**src/rtl/sdm_pkg.sv**
```systemverilog
package sdm_pkg;
  typedef enum logic [1:0] {
    ST_IDLE  = 2'd0,
    ST_SETUP = 2'd1,
    ST_RUN   = 2'd2
  } sdm_state_e;
endpackage

```
**src/rtl/sdm_move_plan.sv**
```systemverilog
// Derives target, direction and step count for a newly offered command.
module sdm_move_plan #(
  parameter int POS_W = 16
) (
  input  logic [POS_W-1:0] cur_pos,
  input  logic             rel_mode,
  input  logic [POS_W-1:0] cmd_value,
  output logic [POS_W-1:0] target,
  output logic             dir_up,
  output logic [POS_W:0]   steps
);
  localparam int EXT_W = POS_W + 1;

  logic signed [EXT_W-1:0] cur_x;
  logic signed [EXT_W-1:0] val_x;
  logic signed [EXT_W-1:0] diff;

  always_comb begin
    cur_x = {cur_pos[POS_W-1], cur_pos};
    val_x = {cmd_value[POS_W-1], cmd_value};
    if (rel_mode) begin
      target = cur_pos + cmd_value;
      diff   = val_x;
    end else begin
      target = cmd_value;
      diff   = val_x - cur_x;
    end
    dir_up = ~diff[EXT_W-1];
    steps  = diff[EXT_W-1] ? $unsigned(-diff) : $unsigned(diff);
  end
endmodule

```
**src/rtl/sdm_position.sv**
```systemverilog
// Up/down record of the assumed motor position.
module sdm_position #(
  parameter int POS_W = 16
) (
  input  logic             clk,
  input  logic             rst,
  input  logic             fire,
  input  logic             dir_up,
  output logic [POS_W-1:0] pos
);
  always_ff @(posedge clk) begin
    if (rst)       pos <= '0;
    else if (fire) pos <= dir_up ? pos + 1'b1 : pos - 1'b1;
  end
endmodule

```
**src/rtl/sdm_sequencer.sv**
```systemverilog
// Move sequencing: direction setup, pulse timing, remaining count, abort.
module sdm_sequencer
  import sdm_pkg::*;
#(
  parameter int POS_W     = 16,
  parameter int TIME_W    = 16,
  parameter int DIR_SETUP = 2
) (
  input  logic              clk,
  input  logic              rst,
  input  logic              accept,
  input  logic              zero_move,
  input  logic              dir_in,
  input  logic [POS_W:0]    steps_in,
  input  logic [TIME_W-1:0] period_in,
  input  logic [TIME_W-1:0] high_in,
  input  logic              abort,
  output logic              fire,
  output logic              step,
  output logic              dir,
  output logic              busy,
  output logic              done,
  output logic              rem_zero
);
  localparam int PER_W = TIME_W + 1;
  localparam int SC_W  = (DIR_SETUP > 1) ? $clog2(DIR_SETUP) : 1;
  localparam logic [SC_W-1:0] SC_LAST = SC_W'(DIR_SETUP - 1);

  sdm_state_e       state;
  logic [SC_W-1:0]  sc;
  logic [PER_W-1:0] phase;
  logic [PER_W-1:0] per_q;
  logic [PER_W-1:0] hi_q;
  logic [POS_W:0]   rem;
  logic             abort_pend;
  logic             step_q;
  logic             dir_q;
  logic             done_q;

  logic [PER_W-1:0] hi_eff;
  logic [PER_W-1:0] per_eff;
  logic             abort_any;
  logic             setup_end;
  logic             period_end;
  logic             finish;

  always_comb begin
    hi_eff     = (high_in == '0) ? PER_W'(1) : {1'b0, high_in};
    per_eff    = ({1'b0, period_in} <= hi_eff) ? hi_eff + 1'b1 : {1'b0, period_in};
    abort_any  = abort_pend | abort;
    setup_end  = (state == ST_SETUP) && (sc == SC_LAST);
    period_end = (state == ST_RUN) && (phase == per_q - 1'b1);
    fire       = (setup_end && !abort_any) ||
                 (period_end && (rem != '0) && !abort_any);
    finish     = (setup_end && abort_any) ||
                 (period_end && ((rem == '0) || abort_any));
  end

  always_ff @(posedge clk) begin
    if (rst) begin
      state      <= ST_IDLE;
      sc         <= '0;
      phase      <= '0;
      per_q      <= '0;
      hi_q       <= '0;
      rem        <= '0;
      abort_pend <= 1'b0;
      step_q     <= 1'b0;
      dir_q      <= 1'b0;
      done_q     <= 1'b0;
    end else begin
      done_q <= 1'b0;
      case (state)
        ST_IDLE: begin
          if (accept) begin
            if (zero_move) begin
              done_q <= 1'b1;
            end else begin
              state      <= ST_SETUP;
              dir_q      <= dir_in;
              rem        <= steps_in;
              hi_q       <= hi_eff;
              per_q      <= per_eff;
              sc         <= '0;
              abort_pend <= 1'b0;
            end
          end
        end
        ST_SETUP: begin
          if (abort)      abort_pend <= 1'b1;
          if (!setup_end) sc <= sc + 1'b1;
        end
        ST_RUN: begin
          if (abort) abort_pend <= 1'b1;
          if (!period_end) begin
            phase <= phase + 1'b1;
            if (phase == hi_q - 1'b1) step_q <= 1'b0;
          end
        end
        default: state <= ST_IDLE;
      endcase
      if (fire) begin
        state  <= ST_RUN;
        step_q <= 1'b1;
        phase  <= '0;
        rem    <= rem - 1'b1;
      end
      if (finish) begin
        state      <= ST_IDLE;
        step_q     <= 1'b0;
        done_q     <= 1'b1;
        abort_pend <= 1'b0;
      end
    end
  end

  assign step     = step_q;
  assign dir      = dir_q;
  assign busy     = (state != ST_IDLE);
  assign done     = done_q;
  assign rem_zero = (rem == '0);


  dir_busy_chk: assert property (@(posedge clk) disable iff (rst)
    busy && $past(busy) |-> $stable(dir));

  generate
    if (DIR_SETUP >= 2) begin : g_setup_chk

      dir_lead_chk: assert property (@(posedge clk) disable iff (rst)
        $rose(step) |-> (dir == $past(dir)) && (dir == $past(dir, 2)));
    end
  endgenerate
endmodule

```
**src/rtl/stepdir_move_ctrl.sv**
```systemverilog
// Step/direction move controller top.
module stepdir_move_ctrl #(
  parameter int POS_W     = 16,
  parameter int TIME_W    = 16,
  parameter int DIR_SETUP = 2
) (
  input  logic              clk,
  input  logic              rst,
  input  logic              cmd_valid,
  output logic              cmd_ready,
  input  logic              cmd_rel,
  input  logic [POS_W-1:0]  cmd_value,
  input  logic [TIME_W-1:0] step_period,
  input  logic [TIME_W-1:0] step_high,
  input  logic              abort,
  output logic              step,
  output logic              dir,
  output logic              busy,
  output logic              done,
  output logic [POS_W-1:0]  position
);
  logic             accept;
  logic [POS_W-1:0] target_w;
  logic             dir_w;
  logic [POS_W:0]   steps_w;
  logic             fire;
  logic             rem_zero;
  logic [POS_W-1:0] target_q;

  assign cmd_ready = !busy;
  assign accept    = cmd_valid && cmd_ready;

  sdm_move_plan #(.POS_W(POS_W)) u_plan (
    .cur_pos   (position),
    .rel_mode  (cmd_rel),
    .cmd_value (cmd_value),
    .target    (target_w),
    .dir_up    (dir_w),
    .steps     (steps_w)
  );

  sdm_sequencer #(
    .POS_W     (POS_W),
    .TIME_W    (TIME_W),
    .DIR_SETUP (DIR_SETUP)
  ) u_seq (
    .clk       (clk),
    .rst       (rst),
    .accept    (accept),
    .zero_move (steps_w == '0),
    .dir_in    (dir_w),
    .steps_in  (steps_w),
    .period_in (step_period),
    .high_in   (step_high),
    .abort     (abort),
    .fire      (fire),
    .step      (step),
    .dir       (dir),
    .busy      (busy),
    .done      (done),
    .rem_zero  (rem_zero)
  );

  sdm_position #(.POS_W(POS_W)) u_pos (
    .clk    (clk),
    .rst    (rst),
    .fire   (fire),
    .dir_up (dir),
    .pos    (position)
  );

  always_ff @(posedge clk) begin
    if (rst)         target_q <= '0;
    else if (accept) target_q <= target_w;
  end


  pos_step_chk: assert property (@(posedge clk) disable iff (rst)
    $rose(step) |-> (dir ? (position == POS_W'($past(position) + 1'b1))
                         : (position == POS_W'($past(position) - 1'b1))));


  pos_hold_chk: assert property (@(posedge clk) disable iff (rst)
    !$rose(step) |-> $stable(position));


  reach_chk: assert property (@(posedge clk) disable iff (rst)
    busy && rem_zero |-> position == target_q);


  fin_done_chk: assert property (@(posedge clk) disable iff (rst)
    $fell(busy) |-> done);


  done_idle_chk: assert property (@(posedge clk) disable iff (rst)
    done |-> !busy);


  step_idle_chk: assert property (@(posedge clk) disable iff (rst)
    !busy |-> !step);
endmodule

```
**config.mk**
```make
export PLATFORM = sky130hd
export DESIGN_NAME = stepdir_move_ctrl
export DESIGN_NICKNAME = d
export VERILOG_FILES = /design/src/rtl/sdm_pkg.sv /design/src/rtl/sdm_move_plan.sv /design/src/rtl/sdm_position.sv /design/src/rtl/sdm_sequencer.sv /design/src/rtl/stepdir_move_ctrl.sv
export SDC_FILE = /design/constraint.sdc
export NUM_CORES = 1
export LEC_CHECK = 0
export BUFFER_PORTS_ARGS = -buffer_cell sky130_fd_sc_hd__buf_2
export CORE_MARGIN = 10
export CORE_UTILIZATION = 50
export DETAILED_ROUTE_END_ITERATION = 8
export PLACE_DENSITY = 0.77
export SYNTH_ARGS = -nofsm -noshare
export SYNTH_HDL_FRONTEND = slang
export SYNTH_SLANG_ARGS = --single-unit
```
**constraint.sdc**
```tcl
create_clock -name clk -period 6.6 [get_ports clk]
set_clock_uncertainty 0.15 [all_clocks]
set_input_delay 1.32 -clock clk [delete_from_list [all_inputs] [get_ports clk]]
set_output_delay 1.32 -clock clk [all_outputs]
set_load 0.02 [all_outputs]
```
==> results of run 1 <==
==> worst max-delay path, stage by stage <==
cell,delay [ns]
buf_2,0.10
inv_1,0.05
ha_1,0.22
fa_1,0.40
nand2b_1,0.21
a21boi_4,0.18
o21ai_1,0.16
o31ai_1,0.30
xor2_1,0.13
o31ai_1,0.60
nand2_1,0.24
mux2i_1,0.16
o2111a_1,0.29
a21oi_4,0.65
buf_4,0.32
mux2i_1,0.21
nor2_1,0.05
==> state kept, by name (all words and copies together) (netlist names) <==
name / flops
u_seq.rem: 17
u_seq.abort_pend: 1
u_seq.hi_q: 16
u_seq.step: 1
u_pos.pos: 16
u_seq.dir: 1
u_seq.per_q: 17
u_seq.state: 2
u_seq.sc: 1
u_seq.phase: 17
u_seq.done: 1
==> logic make-up after synthesis <==
| family | Yosys count | share of synthesized area |
|---|---|---|
| multiplexers | 27 | 0.03285 |
| XOR/XNOR | 105 | 0.1097 |
| AND/OR/NAND/NOR | 437 | 0.2632 |
| flip-flops | 90 | 0.2150 |
| AO/OA/AOI/OAI | 286 | 0.2304 |
| adder cells (fa/ha/maj) | 56 | 0.08540 |
| buffers and inverters | 130 | 0.06345 |
==> layout make-up <==
| cell class | count | area [um^2] | share of cell area |
|---|---|---|---|
| Multi-Input combinational cell | 911 | 6061 | 0.6621 |
| Sequential cell | 90 | 1802 | 0.1968 |
| Timing Repair Buffer | 86 | 462.9 | 0.05057 |
| Tap cell | 220 | 275.3 | 0.03007 |
| Inverter | 69 | 259.0 | 0.02829 |
| Clock buffer | 10 | 239.0 | 0.02611 |
| Clock inverter | 6 | 55.05 | 0.006014 |
==> power by group <==
part / leakage (nW) / internal [mW] / total, mW / switching, mW
logic: 2.76 / 0.239 / 0.590 / 0.351
registers: 0.735 / 0.577 / 0.621 / 0.0438
clock network: 0.140 / 0.274 / 0.512 / 0.239
total: 3.64 / 1.09 / 1.72 / 0.633
==> metal layers <==
metal,share of wire,vias to the layer above,track usage
met4,0.014,0,0.04073
met5,0,-,0
met1,0.47,3933,0.2836
met3,0.067,23,0.03955
li1,-,4158,-
met2,0.45,268,0.3149
==> Yosys cell counts, types with 7 or more instances <==
library cell	n	area [um^2]
nor2b_1	10	62.56
dfxtp_1	90	1802
ha_1	54	675.7
mux2i_1	23	230.2
o21ai_0	43	215.2
o21bai_1	7	52.55
xnor2_1	71	621.9
clkbuf_1	38	142.6
nand2_1	105	394.1
a21o_1	14	105.1
nor2_1	102	382.9
o21a_1	12	90.09
or3_1	17	106.4
nand3_1	42	210.2
a31oi_1	19	118.9
nand4_1	17	106.4
nor3_1	36	180.2
a21oi_1	76	380.4
inv_1	69	259.0
and2_1	10	62.56
o31ai_1	13	97.59
nor4_1	22	137.6
and3_1	15	93.84
a211oi_1	16	120.1
nand2b_1	19	118.9
buf_2	17	85.08
xor2_1	34	297.8
and4_1	11	96.34
o211ai_1	23	172.7
==> through the flow <==
stage | total power [mW] | cell area [um^2] | instances | setup WS (ns) | utilization
after floorplan | 1.071 | 8381 | 1131 | 1.583 | -
after global placement | 1.200 | 8860 | 1376 | 0.8631 | 0.5362
after detailed placement | 1.211 | 8860 | 1376 | 0.7779 | 0.5362
after CTS | 1.721 | 9154 | 1392 | 1.140 | 0.5539
after global routing | 1.820 | 9154 | 1392 | 0.7646 | 0.5539
final | 1.723 | 9154 | 1392 | 1.063 | 0.5539
==> worst max path at each step <==
| stage | from | to | slack (ns) | depth (start not counted) |
|---|---|---|---|---|
| after floorplan | cmd_rel | u_seq.rem[12] | 1.58 | 19 |
| after global placement | cmd_value[2] | u_seq.rem[12] | 0.86 | 14 |
| after detailed placement | cmd_value[0] | u_seq.per_q[16] | 0.78 | 17 |
| after CTS | cmd_value[0] | u_seq.per_q[16] | 1.14 | 17 |
| after global routing | cmd_value[0] | u_seq.hi_q[13] | 0.76 | 17 |
| final | cmd_value[0] | u_seq.hi_q[13] | 1.06 | 17 |
==> results.cfg, run 1 <==
[layout]
layout.nets = 1276
diodes = 0
final_cell_mix = nand2_1 (105), nor2_1 (102), dfxtp_1 (90), a21oi_1 (76), buf_2 (73)
layout-drive-gt1-share = 0.1084
final_common_cell = nand2_1
nFillCells = 1547
syn_to_final_growth_pct = 9.227

[clocking]
cts_buffers = 9
postCtsSetupBuffers = 0
path_clk_slew_ns = 0.07
cts_buffer_depth = 2
cts.sinks = 90
cts_hold_buffers = 0
cts_tree = yes
clock_latency_ns = 0.36
cts-resized-gates = 0
cts_max_level = 3
root_buffer = clkbuf_16

[sta]
fin_tns_setup_ns = 0
fin_crit_ns = 5.537
maxSlewHeadroom = 0.4457
finalSetupViolCount = 0
whs_ns = 0.3129
final_max_slew_viol_count = 0
fmaxAchievable_ghz = 0.1806
hold_viol_final = 0
worst_pin_slew_ns = 0.8244
fin_crit_sh = 0.8390
rsz0062_at_grt = false

[detailed_routing]
vias_per_cell = 6.022
firstDrtPassIters = 5
wl_per_cell_um = 16.80
finalWirelength_um = 23390
drt-initial-drc-count = 726
drc = 0
num_vias = 8382
antenna_left = 0

[floorplan]
initial_core_util = 0.5072
core_area_um2 = 16520
num_io_pins = 74
die_area_um2 = 22340
row_count = 47
die_y_um = 149.5
fp.dieW_um = 149.5

[grt]
grt_max_degree = 77
antenna_found_initial = 0
first_global_vias = 7629
grt_util_all_layers = 0.2024
grt_remaining_overflow = 0
grt_pass1_wl_um = 38050

[worst_setup_path]
worst-setup-path-type = input port to flop
crit_fanout = 26
r2r-start = u_pos.pos[7]
reg2reg_to = u_seq.hi_q[13]
crit_arrival_ns = 5.60
rr_worst_depth = 15
critPathLaunchType = input port
end_kind = flop
cp_data_required_time_ns = 6.67
r2r_setup_slack_ns = 1.75

[power]
powerDensity_nw_per_um2 = 188.2
p_leak_nw = 3.637
ir_worst_vdd_v = 0.0001315

[yosys]
synthArstFlopShare = 0
ys_warn_count = 0
ys.flop_type = dfxtp_1
syn_area_um2 = 8381
synth.distinct_cells = 74
synth-edff-count = 0
ys_seq_elements = 90
syn_inst = 1131
seq_area_frac_synth = 0.2150
syn_nets = 1240
synth_area_per_cell_um2 = 7.410

[worst_hold_path]
holdCritStartpoint = u_seq.sc
hold-path-cell-count = 2
hold_end = u_seq.sc
hold_class = flop to flop

[placement]
port_buffers = 73
gp_congestion = 0.9400
dp_hpwl_um = 18160

[run]
maxCapViolCount = 0

[outcome]
status = completed
(Power assumes the default switching activity.)
==> run 2, diff against run 1 <==
Settings changed: ABC_AREA set to 1, PLACE_DENSITY 0.77 to 0.79.
Clock period 6.6 ns to 4.9 ns, I/O delays scaled along.
==> results.cfg, run 2 <==
[outcome]
status = completed

[clocking]
cts_hold_buffers = 0
cts.sinks = 90
cts_buffer_depth = 2
cts_max_level = 3
cts-resized-gates = 0
path_clk_slew_ns = 0.07
cts_buffers = 9
clock_latency_ns = 0.36
cts_tree = yes
root_buffer = clkbuf_16
postCtsSetupBuffers = 0

[sta]
whs_ns = 0.3215
final_max_slew_viol_count = 0
fmaxAchievable_ghz = 0.2369
rsz0062_at_grt = false
maxSlewHeadroom = 0.5331
fin_crit_ns = 4.221
hold_viol_final = 0
timing.final.ws_setup_ns = 0.6789
fin_crit_sh = 0.8614
worst_pin_slew_ns = 0.6997
fin_tns_setup_ns = 0
finalSetupViolCount = 0

[yosys]
synth_top_cell_area_share = 0.2137
yosysTopAreaCell = dfxtp_1
seq_area_frac_synth = 0.2137
ys.flop_type = dfxtp_1
synth-edff-count = 0
synth.top_cells.by_count = nand2_1 (358), inv_1 (161), nor2_1 (121)
synth.distinct_cells = 59
yosysMostFrequentCell = nand2_1
syn_area_um2 = 8431
syn_nets = 1464
ys_warn_count = 0
synth_area_per_cell_um2 = 6.222
synth.area.top_cells = dfxtp_1 (21%), nand2_1 (16%), ha_1 (8.0%)
syn_inst = 1355
ys_seq_elements = 90
synthArstFlopShare = 0

[worst_hold_path]
hold-path-cell-count = 2
holdCritStartpoint = u_seq.step
hold_end = u_seq.step
hold_class = flop to flop

[run]
maxCapViolCount = 0

[worst_setup_path]
crit_chain = buf_2, inv_1, ha_1, fa_1, nand2_1, o21ai_4, ha_1, inv_1, nor2_1, nand3_1, nor2_2, nand2_1, nor2_2, nand3_1, nand2_1, nand2_1, xnor2_2, nor2_4, nand2_4, nand2_8, buf_4, nand3_1, a21oi_1
cp_slowest_cell = fa_1
rr_worst_depth = 21
reg2reg_to = u_seq.rem[4]
slowest_delay_ns = 0.49
r2r-start = u_pos.pos[0]
end_kind = flop
crit_fanout = 53
crit_arrival_ns = 4.35
worst-setup-path-type = input port to flop
cp_common_cell = nand2_1
r2r_setup_slack_ns = 1.07
cp_data_required_time_ns = 5.03
critPathLaunchType = input port

[placement]
gp_congestion = 0.9564
place_area_um2 = 8882
port_buffers = 73
dp_hpwl_um = 18200
dp_slack_ns = 0.3107

[layout]
final_common_cell = nand2_1
final_cell_mix = nand2_1 (358), inv_1 (161), nor2_1 (121), nand3_1 (117), a21oi_1 (95)
layout.nets = 1515
layout-drive-gt1-share = 0.1091
nFillCells = 1678
postLayoutCellArea_um2 = 9205
largestRegisters = u_seq.per_q x17, u_seq.phase x17, u_seq.rem x17
syn_to_final_growth_pct = 9.187

[floorplan]
num_io_pins = 74
die_y_um = 149.9
row_count = 47
core_area_um2 = 16580
initial_core_util = 0.5084
fp.dieW_um = 149.9
die_area_um2 = 22460

[detailed_routing]
firstDrtPassIters = 6
drt-initial-drc-count = 467
vias_per_cell = 5.408
wl_per_cell_um = 14.07
finalWirelength_um = 22970
num_vias = 8831
drc = 0
antenna_left = 0

[grt]
grt_remaining_overflow = 0
grt_max_degree = 54
grt_pass1_wl_um = 38380
antenna_found_initial = 2
first_global_vias = 8264
grt_util_all_layers = 0.2036

[power]
powerDensity_nw_per_um2 = 262.5
p_leak_nw = 4.413
ir_worst_vdd_v = 0.0001723
run 2: cell count changes in the layout (fill, tap and decap cells not counted), moves of 18 or more:
| cell | before | now |
|---|---|---|
| a21oi_1 | 76 | 95 |
| a31oi_1 | 19 | 1 |
| inv_1 | 69 | 161 |
| mux2i_1 | 23 | 0 |
| nand2_1 | 105 | 358 |
| nand2b_1 | 19 | 1 |
| nand3_1 | 42 | 117 |
| nor2_1 | 102 | 121 |
| o211ai_1 | 23 | 3 |
| o21ai_0 | 43 | 62 |
| xnor2_1 | 71 | 28 |
run 2: kinds of logic (layout without fill, tap and decap cells):
family,after synthesis,in the layout,synth area share
DFF,90,90,0.2137
buffers and inverters,213,269,0.1060
other,0,2,0
AOI/OAI and AO/OA,204,204,0.1348
and+or+nand+nor,713,713,0.3777
adders and majority gates,56,56,0.08489
xor gates and xnor gates,79,79,0.08296
run 2: power breakdown:
group	total [mW]	internal [mW]	leakage, nW	switching (mW)
registers	0.829	0.778	0.736	0.0508
logic	0.835	0.308	3.52	0.527
clock network	0.753	0.410	0.156	0.342
total	2.42	1.50	4.41	0.920
run 2: through the flow:
stage / cells / util / total power [mW]
final: 1633 / 0.5551 / 2.417
after global routing: 1632 / 0.5549 / 2.573
after CTS: 1631 / 0.5548 / 2.415
after detailed placement: 1615 / 0.5356 / 1.665
after global placement: 1615 / 0.5356 / 1.646
after floorplan: 1355 / - / 1.485
run 2: final cells by class:
type | count | area (um^2) | area share
clock inverters | 7 | 92.59 | 0.01006
flip-flops and latches | 90 | 1802 | 0.1957
diodes | 2 | 5.005 | 0.0005437
clock buffers | 9 | 225.2 | 0.02447
multi-input cells | 1052 | 5736 | 0.6231
well taps | 220 | 275.3 | 0.02990
repair buffers | 80 | 417.9 | 0.04540
inverters | 173 | 651.9 | 0.07082
run 2: critical path: cells and delay by family:
kind / cells / cell delay [ns]
compound gates: 2 / 0.31
xor+xnor: 1 / 0.16
simple gates: 13 / 1.60
buf+inv: 4 / 0.41
fa+ha+maj: 3 / 0.87
run 2: worst max path at each step:
| stage | start | end | slack, ns | cells after the start |
|---|---|---|---|---|
| floorplan | cmd_value[0] | u_seq.per_q[13] | 0.97 | 23 |
| global placement | cmd_value[0] | u_seq.per_q[16] | 0.43 | 23 |
| detailed placement | cmd_value[0] | u_seq.per_q[16] | 0.31 | 23 |
| CTS | cmd_value[0] | u_seq.rem[4] | 0.67 | 23 |
| global route | cmd_value[0] | u_seq.per_q[16] | 0.29 | 24 |
| finish | cmd_value[0] | u_seq.rem[4] | 0.68 | 23 |
run 2: per-layer routing:
metal	global-route usage	part of all wire	vias up
li1	-	-	4518
met5	0	0	-
met3	0.04469	0.062	25
met1	0.2611	0.46	4008
met2	0.3359	0.46	280
met4	0.05685	0.019	0
